### src/rtl/dcc_pkg.sv
package dcc_pkg;
  typedef enum logic [1:0] {
    STEP_HOLD = 2'd0,
    STEP_UP   = 2'd1,
    STEP_DOWN = 2'd2
  } step_e;

  typedef enum logic {
    PH_KEEP = 1'b0,
    PH_DROP = 1'b1
  } phase_e;
endpackage

### src/rtl/dcc_target_table.sv
module dcc_target_table #(
  parameter int CNT_W  = 6,
  parameter int BIN_W  = 4,
  parameter int RST_TGT = 32
) (
  input  logic             clk,
  input  logic             rst_n,
  input  logic             wr_en,
  input  logic [BIN_W-1:0] wr_addr,
  input  logic [CNT_W-1:0] wr_data,
  input  logic [BIN_W-1:0] rd_addr,
  output logic [CNT_W-1:0] rd_data
);
  localparam int NBINS = 1 << BIN_W;

  logic [CNT_W-1:0] entry [NBINS];

  for (genvar b = 0; b < NBINS; b++) begin : g_bin
    always_ff @(posedge clk or negedge rst_n) begin
      if (!rst_n)
        entry[b] <= CNT_W'(RST_TGT);
      else if (wr_en && (wr_addr == BIN_W'(b)))
        entry[b] <= wr_data;
    end
  end

  assign rd_data = entry[rd_addr];
endmodule

### src/rtl/dcc_trim_stepper.sv
module dcc_trim_stepper
  import dcc_pkg::*;
#(
  parameter int CNT_W    = 6,
  parameter int TRIM_W   = 4,
  parameter int RST_TRIM = 8
) (
  input  logic              clk,
  input  logic              rst_n,
  input  logic              upd_en,
  input  logic [CNT_W-1:0]  count,
  input  logic [CNT_W-1:0]  target,
  input  logic [CNT_W-1:0]  deadband,
  output logic [TRIM_W-1:0] trim
);
  localparam logic [TRIM_W-1:0] TRIM_MAX = {TRIM_W{1'b1}};

  logic [CNT_W:0] err_mag;
  step_e          dir;

  always_comb begin
    if (count >= target)
      err_mag = {1'b0, count} - {1'b0, target};
    else
      err_mag = {1'b0, target} - {1'b0, count};

    if (err_mag <= {1'b0, deadband})
      dir = STEP_HOLD;
    else if (count > target)
      dir = STEP_DOWN;
    else
      dir = STEP_UP;
  end

  always_ff @(posedge clk or negedge rst_n) begin
    if (!rst_n)
      trim <= TRIM_W'(RST_TRIM);
    else if (upd_en) begin
      unique case (dir)
        STEP_UP:   if (trim != TRIM_MAX)      trim <= trim + 1'b1;
        STEP_DOWN: if (trim != '0)            trim <= trim - 1'b1;
        default:   trim <= trim;
      endcase
    end
  end
endmodule

### src/rtl/dcc_decimator.sv
module dcc_decimator
  import dcc_pkg::*;
(
  input  logic clk,
  input  logic rst_n,
  input  logic in_valid,
  output logic in_ready,
  input  logic in_bit,
  output logic out_valid,
  input  logic out_ready,
  output logic out_bit
);
  phase_e phase;

  assign out_valid = in_valid && (phase == PH_KEEP);
  assign out_bit   = in_bit;
  assign in_ready  = (phase == PH_KEEP) ? out_ready : 1'b1;

  always_ff @(posedge clk or negedge rst_n) begin
    if (!rst_n)
      phase <= PH_KEEP;
    else if (in_valid && in_ready)
      phase <= (phase == PH_KEEP) ? PH_DROP : PH_KEEP;
  end
endmodule

### src/rtl/dcc_ctrl.sv
module dcc_ctrl #(
  parameter int CNT_W      = 6,
  parameter int TEMP_W     = 8,
  parameter int BIN_W      = 4,
  parameter int TRIM_W     = 4,
  parameter int RST_TRIM   = 8,
  parameter int RST_COARSE = 8,
  parameter int RST_TGT    = 32
) (
  input  logic              clk,
  input  logic              rst_n,
  input  logic              load_en,
  input  logic              tbl_we,
  input  logic [BIN_W-1:0]  tbl_addr,
  input  logic [CNT_W-1:0]  tbl_data,
  input  logic              coarse_we,
  input  logic [TRIM_W-1:0] coarse_data,
  input  logic [TEMP_W-1:0] temp,
  input  logic [CNT_W-1:0]  deadband,
  input  logic              est_valid,
  input  logic [CNT_W-1:0]  est_count,
  output logic [TRIM_W-1:0] fine_trim,
  output logic [TRIM_W-1:0] coarse_trim,
  input  logic              raw_valid,
  output logic              raw_ready,
  input  logic              raw_bit,
  output logic              rnd_valid,
  input  logic              rnd_ready,
  output logic              rnd_bit
);
  localparam int BIN_LSB = TEMP_W - BIN_W;

  logic [BIN_W-1:0] bin_sel;
  logic [CNT_W-1:0] target;

  assign bin_sel = temp[TEMP_W-1:BIN_LSB];

  dcc_target_table #(
    .CNT_W(CNT_W), .BIN_W(BIN_W), .RST_TGT(RST_TGT)
  ) u_table (
    .clk(clk), .rst_n(rst_n),
    .wr_en(tbl_we && load_en), .wr_addr(tbl_addr), .wr_data(tbl_data),
    .rd_addr(bin_sel), .rd_data(target)
  );

  dcc_trim_stepper #(
    .CNT_W(CNT_W), .TRIM_W(TRIM_W), .RST_TRIM(RST_TRIM)
  ) u_step (
    .clk(clk), .rst_n(rst_n),
    .upd_en(est_valid && !load_en),
    .count(est_count), .target(target), .deadband(deadband),
    .trim(fine_trim)
  );

  always_ff @(posedge clk or negedge rst_n) begin
    if (!rst_n)
      coarse_trim <= TRIM_W'(RST_COARSE);
    else if (coarse_we)
      coarse_trim <= coarse_data;
  end

  dcc_decimator u_dec (
    .clk(clk), .rst_n(rst_n),
    .in_valid(raw_valid), .in_ready(raw_ready), .in_bit(raw_bit),
    .out_valid(rnd_valid), .out_ready(rnd_ready), .out_bit(rnd_bit)
  );
endmodule

### config.mk
export PLATFORM = sky130hd
export DESIGN_NAME = dcc_ctrl
export DESIGN_NICKNAME = d
export VERILOG_FILES = /design/src/rtl/dcc_pkg.sv /design/src/rtl/dcc_target_table.sv /design/src/rtl/dcc_trim_stepper.sv /design/src/rtl/dcc_decimator.sv /design/src/rtl/dcc_ctrl.sv
export SDC_FILE = /design/constraint.sdc
export NUM_CORES = 1
export LEC_CHECK = 0
export ABC_AREA = 1
export BUFFER_PORTS_ARGS = -buffer_cell sky130_fd_sc_hd__buf_2
export CAP_MARGIN = 20
export CELL_PAD_IN_SITES_DETAIL_PLACEMENT = 0
export CELL_PAD_IN_SITES_GLOBAL_PLACEMENT = 1
export CORE_MARGIN = 10
export CORE_UTILIZATION = 25
export CTS_CLUSTER_SIZE = 20
export DETAILED_ROUTE_END_ITERATION = 6
export PLACE_DENSITY_LB_ADDON = 0.1
export SLEW_MARGIN = 5
export SYNTH_ARGS = -nofsm -noshare
export SYNTH_HDL_FRONTEND = slang
export SYNTH_SLANG_ARGS = --single-unit
### constraint.sdc
create_clock -name clk -period 7.8 [get_ports clk]
set_input_delay 0.39 -clock clk [delete_from_list [all_inputs] [get_ports clk]]
set_output_delay 0.39 -clock clk [all_outputs]
set_load 0.02 [all_outputs]
# [Word level (Yosys, flattened, before mapping)]
# Index checks and enable logic that the tools add are counted.
[word_totals] ff_bits=105 inputBits=43 out_inout_bits=11
[op_classes] addsub=4 n_reduce_logical=25 n_eq_ne=20 n_mux=11 order_cmp=4 bitwise_logic=2
[op_table] op="== test 4 bit, second input constant" count=8
[op_table] op="binary-select mux 6 bit (select 4 bit)" count=1
[op_table] op="logical AND 1 bit" count=20
[op_table] op="== test 4 x 3 -> 1 bit, second input constant" count=4
[op_table] op="subtractor 6 x 6 -> 7 bit" count=2
[op_table] op="2-to-1 mux 6 bit" count=2
[op_table] op="== test 4 x 2 -> 1 bit, second input constant" count=2
[op_table] op="2-to-1 mux 4 bit" count=2
[op_table] op="case mux 4 bit (2 select lines)" count=1
[op_table] op="less-or-equal comparator 7 x 6 -> 1 bit" count=1
[op_table] op="2-to-1 mux 7 bit" count=1
[op_table] op=">= comparator 6 bit" count=1
[op_table] op="greater-than comparator 6 bit" count=1
[op_table] op=">= comparator 5 bit, second input constant" count=1
[op_table] op="NOT 4 -> 5 bit" count=1
[op_table] op="adder 4 x 1 -> 4 bit, second input constant" count=1
[op_table] op="== test 4 x 1 -> 1 bit, second input constant" count=1
[op_table] op="zero test 4 bit" count=1
[op_table] op="2-to-1 mux 2 bit" count=2
[op_table] op="!= test 2 x 1 -> 1 bit, second input constant" count=2
[op_table] op="!= test 4 bit, second input constant" count=1
[op_table] op="AND reduction 4 bit" count=1
[op_table] op="nonzero test 4 bit" count=1
[op_table] op="subtractor 4 x 1 -> 4 bit, second input constant" count=1
[op_table] op="other kinds (6)" count=7

# [Logic depth before layout (Yosys ltp)]
[depth] depth_word=11 ltp_mapped=35

# [Modules after synthesis]
# Synthesis repeated with hierarchy kept, for this count alone.
[unflattened] cells_unflattened=830 hier_area_um2=6115.9
[modules_own_cells] module="dcc_target_table" instances=1 area_per_inst_um2=4734.5 seq_area_each_um2=2422.3 cells_per_inst=637
[modules_own_cells] module="dcc_trim_stepper" instances=1 area_per_inst_um2=1153.6 seq_area_each_um2=101.3 cells_per_inst=163
[modules_own_cells] module="dcc_ctrl" instances=1 area_per_inst_um2=165.2 seq_area_each_um2=101.3 cells_per_inst=21
[modules_own_cells] module="dcc_decimator" instances=1 area_per_inst_um2=62.6 seq_area_each_um2=25.0 cells_per_inst=9

# [Worst setup path before layout]
# OpenSTA, ideal clock, no wires.
[synth_path] kind="input to register" from="in temp[4]" to="reg u_step.trim[3]" slack_ns=3.517 setup_ns=0.061 t_arrival_ns=4.222 n_path_buf=3 stages=32 path_cell_list="buf_2 -> buf_2 -> mux2i_1 -> o21ai_0 -> o211ai_1 -> nand2_1 -> ha_1 -> buf_6 -> a21oi_2 -> nand2_1 -> nand2_2 -> nand3_2 -> o21ai_0 -> xnor2_1 -> inv_1 -> ha_1 -> a21oi_1 -> o21ai_0 -> nand2_1 -> nand2_1 -> nand2_1 -> nand3_4 -> nand2_1 -> inv_1 -> ha_1 -> nand2_1 -> nand2_1 -> o21ai_0 -> nand2_1 -> nand3_1 -> nand2_1 -> nand2_1"
[synth_via] elab_chain_len=11 elab_cells_between_ends=19 cone_classes="add/sub: 2; order compare: 3; eq/ne: 4; mux: 7; bitwise: 1; reduce/logical: 2"
[synth_rtl] element="start: declaration" line_no="dcc_ctrl.sv:18" rtl="input logic [TEMP_W-1:0] temp,"
[synth_rtl] element="NOT 4 -> 5 bit (not written as such) *" line_no="dcc_target_table.sv:27" rtl="assign rd_data = entry[rd_addr];"
[synth_rtl] element="binary-select mux 6 bit (select 4 bit) *" line_no="dcc_target_table.sv:27"
[synth_rtl] element="2-to-1 mux 6 bit (not written as such) * (2 in series)" line_no="dcc_target_table.sv:27"
[synth_rtl] element="subtractor 6 x 6 -> 7 bit (tied with other cells)" line_no="dcc_trim_stepper.sv:25" rtl="err_mag = {1'b0, target} - {1'b0, count};"
[synth_rtl] element="2-to-1 mux 7 bit" line_no="dcc_trim_stepper.sv:22" rtl="if (count >= target)"
[synth_rtl] element="less-or-equal comparator 7 x 6 -> 1 bit" line_no="dcc_trim_stepper.sv:27" rtl="if (err_mag <= {1'b0, deadband})"
[synth_rtl] element="2-to-1 mux 2 bit *" line_no="dcc_trim_stepper.sv:27"
[synth_rtl] element="== test 2 bit or == test 2 x 1 -> 1 bit (tied branches)" line_no="dcc_trim_stepper.sv:39" rtl="unique case (dir)"
[synth_rtl] element="!= test 2 x 1 -> 1 bit (no source line) or nonzero test 2 bit (tied branches)"
[synth_rtl] element="AND reduction 4 bit (no source line)"
[synth_rtl] element="end signal: assignment" line_no="dcc_trim_stepper.sv:40" rtl="STEP_UP: if (trim != TRIM_MAX) trim <= trim + 1'b1;"
[synth_rtl] element="end signal: assignment" line_no="dcc_trim_stepper.sv:41" rtl="STEP_DOWN: if (trim != '0) trim <= trim - 1'b1;"
[synth_rtl] element="end signal: assignment" line_no="dcc_trim_stepper.sv:42" rtl="default: trim <= trim;"
[synth_rtl] element="end: declaration" line_no="dcc_trim_stepper.sv:14" rtl="output logic [TRIM_W-1:0] trim"
# Every way passes the cells marked *; elsewhere a longest branch is shown, timed or not. The select of a mux whose other input is x is not followed.
# A chain may end at the register's enable or synchronous reset.

# [Worst setup path after layout]
# Same ends and word-level chain as after synthesis.

==> metrics <==
run status=completed; Mapped Area=5710 um^2; prevailing post-synth register cell=dfrtp_1; Final Util=28.8%; post-synth top area cell=dfrtp_1; clock network power share=31.4%; Combinational Power Share=25.3%; DRC Markers=0; Num CTS Buffers=9; Achievable Freq=0.183 GHz; slowest CP cell=buf_2; Area Growth Syn to Fin=14.1%; FF-to-FF End=u_step.trim[3]; fill count=2438; Clock transition at path regs=0.07 ns; clock sinks=105; worst hold stages=2; EDFF count, synth=0; top cells by area, synth=dfrtp_1 38%, o21ai_0 12%, nand2_1 11%; Final setup viols=0; critical path data arrival time=5.76 ns; CTS tree=yes; Vias/cell=4.61; Nets=772; Core Area=22600 um^2; Row Count=55; RR Startpoint=u_table.entry[89]; H-tree levels=3; final hold vios=0; CP most frequent cell=nand2_1; via count=4588; crit path time final=5.46 ns; Post-synth top cells=160 x nand2_1, 132 x o21ai_0, 87 x dfrtp_1; Synth Area per Inst=8.37 um^2; Port Buffers=47; vias in the first global route=4638; top cell type's share of synthesized area=38.1%; crit-path max cell delay=0.63 ns; most frequent cell after synthesis=nand2_1; initial core utilization=25.3%; Crit Path Class=input port to flop; post-route setup TNS=0 ns; die area=29300 um^2; Final WS setup=2.34 ns; critical hold path startpoint=raw_valid; Ys Warns=0; unrepaired setup endpoints after global routing=no; final setup skew=0.00816 ns; Tot GR Track Use=11.7%; HPWL Detailed=11300 um; P_int=0.00114 W; Async SR Flop Fraction=100%; Die Height=171 um; Clock Latency Late Sink=0.35 ns; clock buffer depth=2; Worst R2R Path Depth=29; final WL=16400 um; iteration-0 DRC count of the detailed router=373; Startpoint Class=input port; Leak=3.08 nW; pin count of the biggest net entering global routing=72; register area share after synthesis=46.4%; R2R setup slack=3.14 ns; initial antenna violation count=0; syn_nets=749; period utilization=70.0%; GPL Wtd Cong=0.795; Setup crit end kind=flop; Post-Synthesis Cells=682; pwr dens=256 nW/um^2; slew margin rel.=37.4%; Psw=0.000532 W; # Max-Cap Violations=0; fin. max-slew vios=0; slew at the pin with the worst max-slew slack=0.940 ns; DP Worst Slack=1.83 ns; Netlist cell types=34; critical-path maximum fanout=39; antenna cell count=0; Yosys reg bits=105; Peak VDD IR=0.124 mV; layout cells sized above 1=14.1%; die width=171 um; Flop pwr share=43.3%; worst path required time=8.10 ns; Worst Hold Endpoint=u_dec.phase; Sw Ratio=31.9%; global-route wire length before repair=26200 um; DRT Pass-1 Iters=5; IO Count=54; post-route ant nets=0; global route total overflow=0; clk root buf=clkbuf_16; Hold Crit Class=input port to flop; Avg WL per Cell=16.4 um
## metal layers
layer	up-vias	GRT usage [%]	routed length (um)
met4	0	3.40	201
met1	2201	15.6	8120
met3	12	2.35	635
li1	2291	-	-
met5	-	0	0
met2	84	18.5	7410
## worst max-delay path, delay by kind of cell
| family | cells | cell delay, ns |
|---|---|---|
| xor+xnor | 1 | 0.15 |
| fa+ha+maj | 3 | 1.03 |
| buf+inv | 4 | 1.33 |
| simple gates | 15 | 1.33 |
| compound gates | 9 | 1.50 |
## layout make-up
class	instances	area (um^2)	area share, %
sequential	105	2650	40.7
multi-input combinational	461	2600	39.9
inverter	77	292	4.48
tap	285	357	5.48
clock inverter	7	119	1.83
clock buffer	9	225	3.46
timing repair buffer	51	270	4.15
## cell families after synthesis
family / synth area share (%)
DFF: 46.4
muxes: 5.00
and+or+nand+nor: 15.3
adders and majority gates: 5.66
buffers and inverters: 8.04
AOI/OAI and AO/OA: 18.7
xor gates and xnor gates: 0.921
## cell usage in the layout, fill, tap and decap left out, types with 2 or more instances in the layout
cell type	Yosys	routed
clkinvlp_4	0	2
clkbuf_16	0	9
nand2_1	160	160
inv_1	76	76
o211ai_1	25	25
nor3_1	8	8
mux2i_1	24	24
mux2_2	4	4
ha_1	21	21
nand3_2	2	2
buf_4	2	4
nand3_1	13	13
nand2_4	3	3
fa_1	3	3
nand4_1	4	4
xor2_1	5	5
o21ai_0	132	132
a21oi_1	33	33
bufinv_16	0	3
dfstp_2	18	18
nor2_1	12	12
buf_2	5	46
dfrtp_1	87	87
o21ai_1	3	3
## power groups by stage
| stage | clock network, W | registers, W | logic, W |
|---|---|---|---|
| final | 0.000524 | 0.000723 | 0.000421 |
| after global routing | 0.000564 | 0.000736 | 0.000494 |
| after CTS | 0.000543 | 0.000722 | 0.000432 |
| after detailed placement | 0 | 0.000732 | 0.000429 |
| after global placement | 0 | 0.000728 | 0.000422 |
| after floorplan | 0 | 0.000733 | 0.000296 |
## repair_timing
action                    4_1_cts  5_1_grt
gates resized for setup         0        0
hold endpoints to repair        5        0
hold buffers                    1        0
buffers inserted                0        0
## stage by stage
stage               std cells  cell area [um^2]  hold WS, ns  power, W
CTS                       995              6510        0.215   0.00170
floorplan                 682              5710       0.0944   0.00103
global route              995              6510        0.232   0.00179
detailed placement        978              6160        0.380   0.00116
global placement          978              6160        0.380   0.00115
finish                    995              6510        0.232   0.00167
## flip-flops by register name (all words and copies together) (netlist names)
register / count
coarse_trim: 4
u_dec.phase: 1
u_step.trim: 4
u_table.entry: 96
## how the worst max path moves through the flow
stage	start	end	slack, ns	cells after the start
final	temp[4]	u_step.trim[3]	2.34	32
after global routing	temp[5]	u_step.trim[3]	1.73	32
after CTS	temp[5]	u_step.trim[3]	2.20	32
after detailed placement	temp[5]	u_step.trim[3]	1.83	32
after global placement	temp[5]	u_step.trim[3]	1.80	32
after floorplan	temp[4]	u_step.trim[3]	3.52	32
No activity file was read; power rests on OpenSTA's default activity.
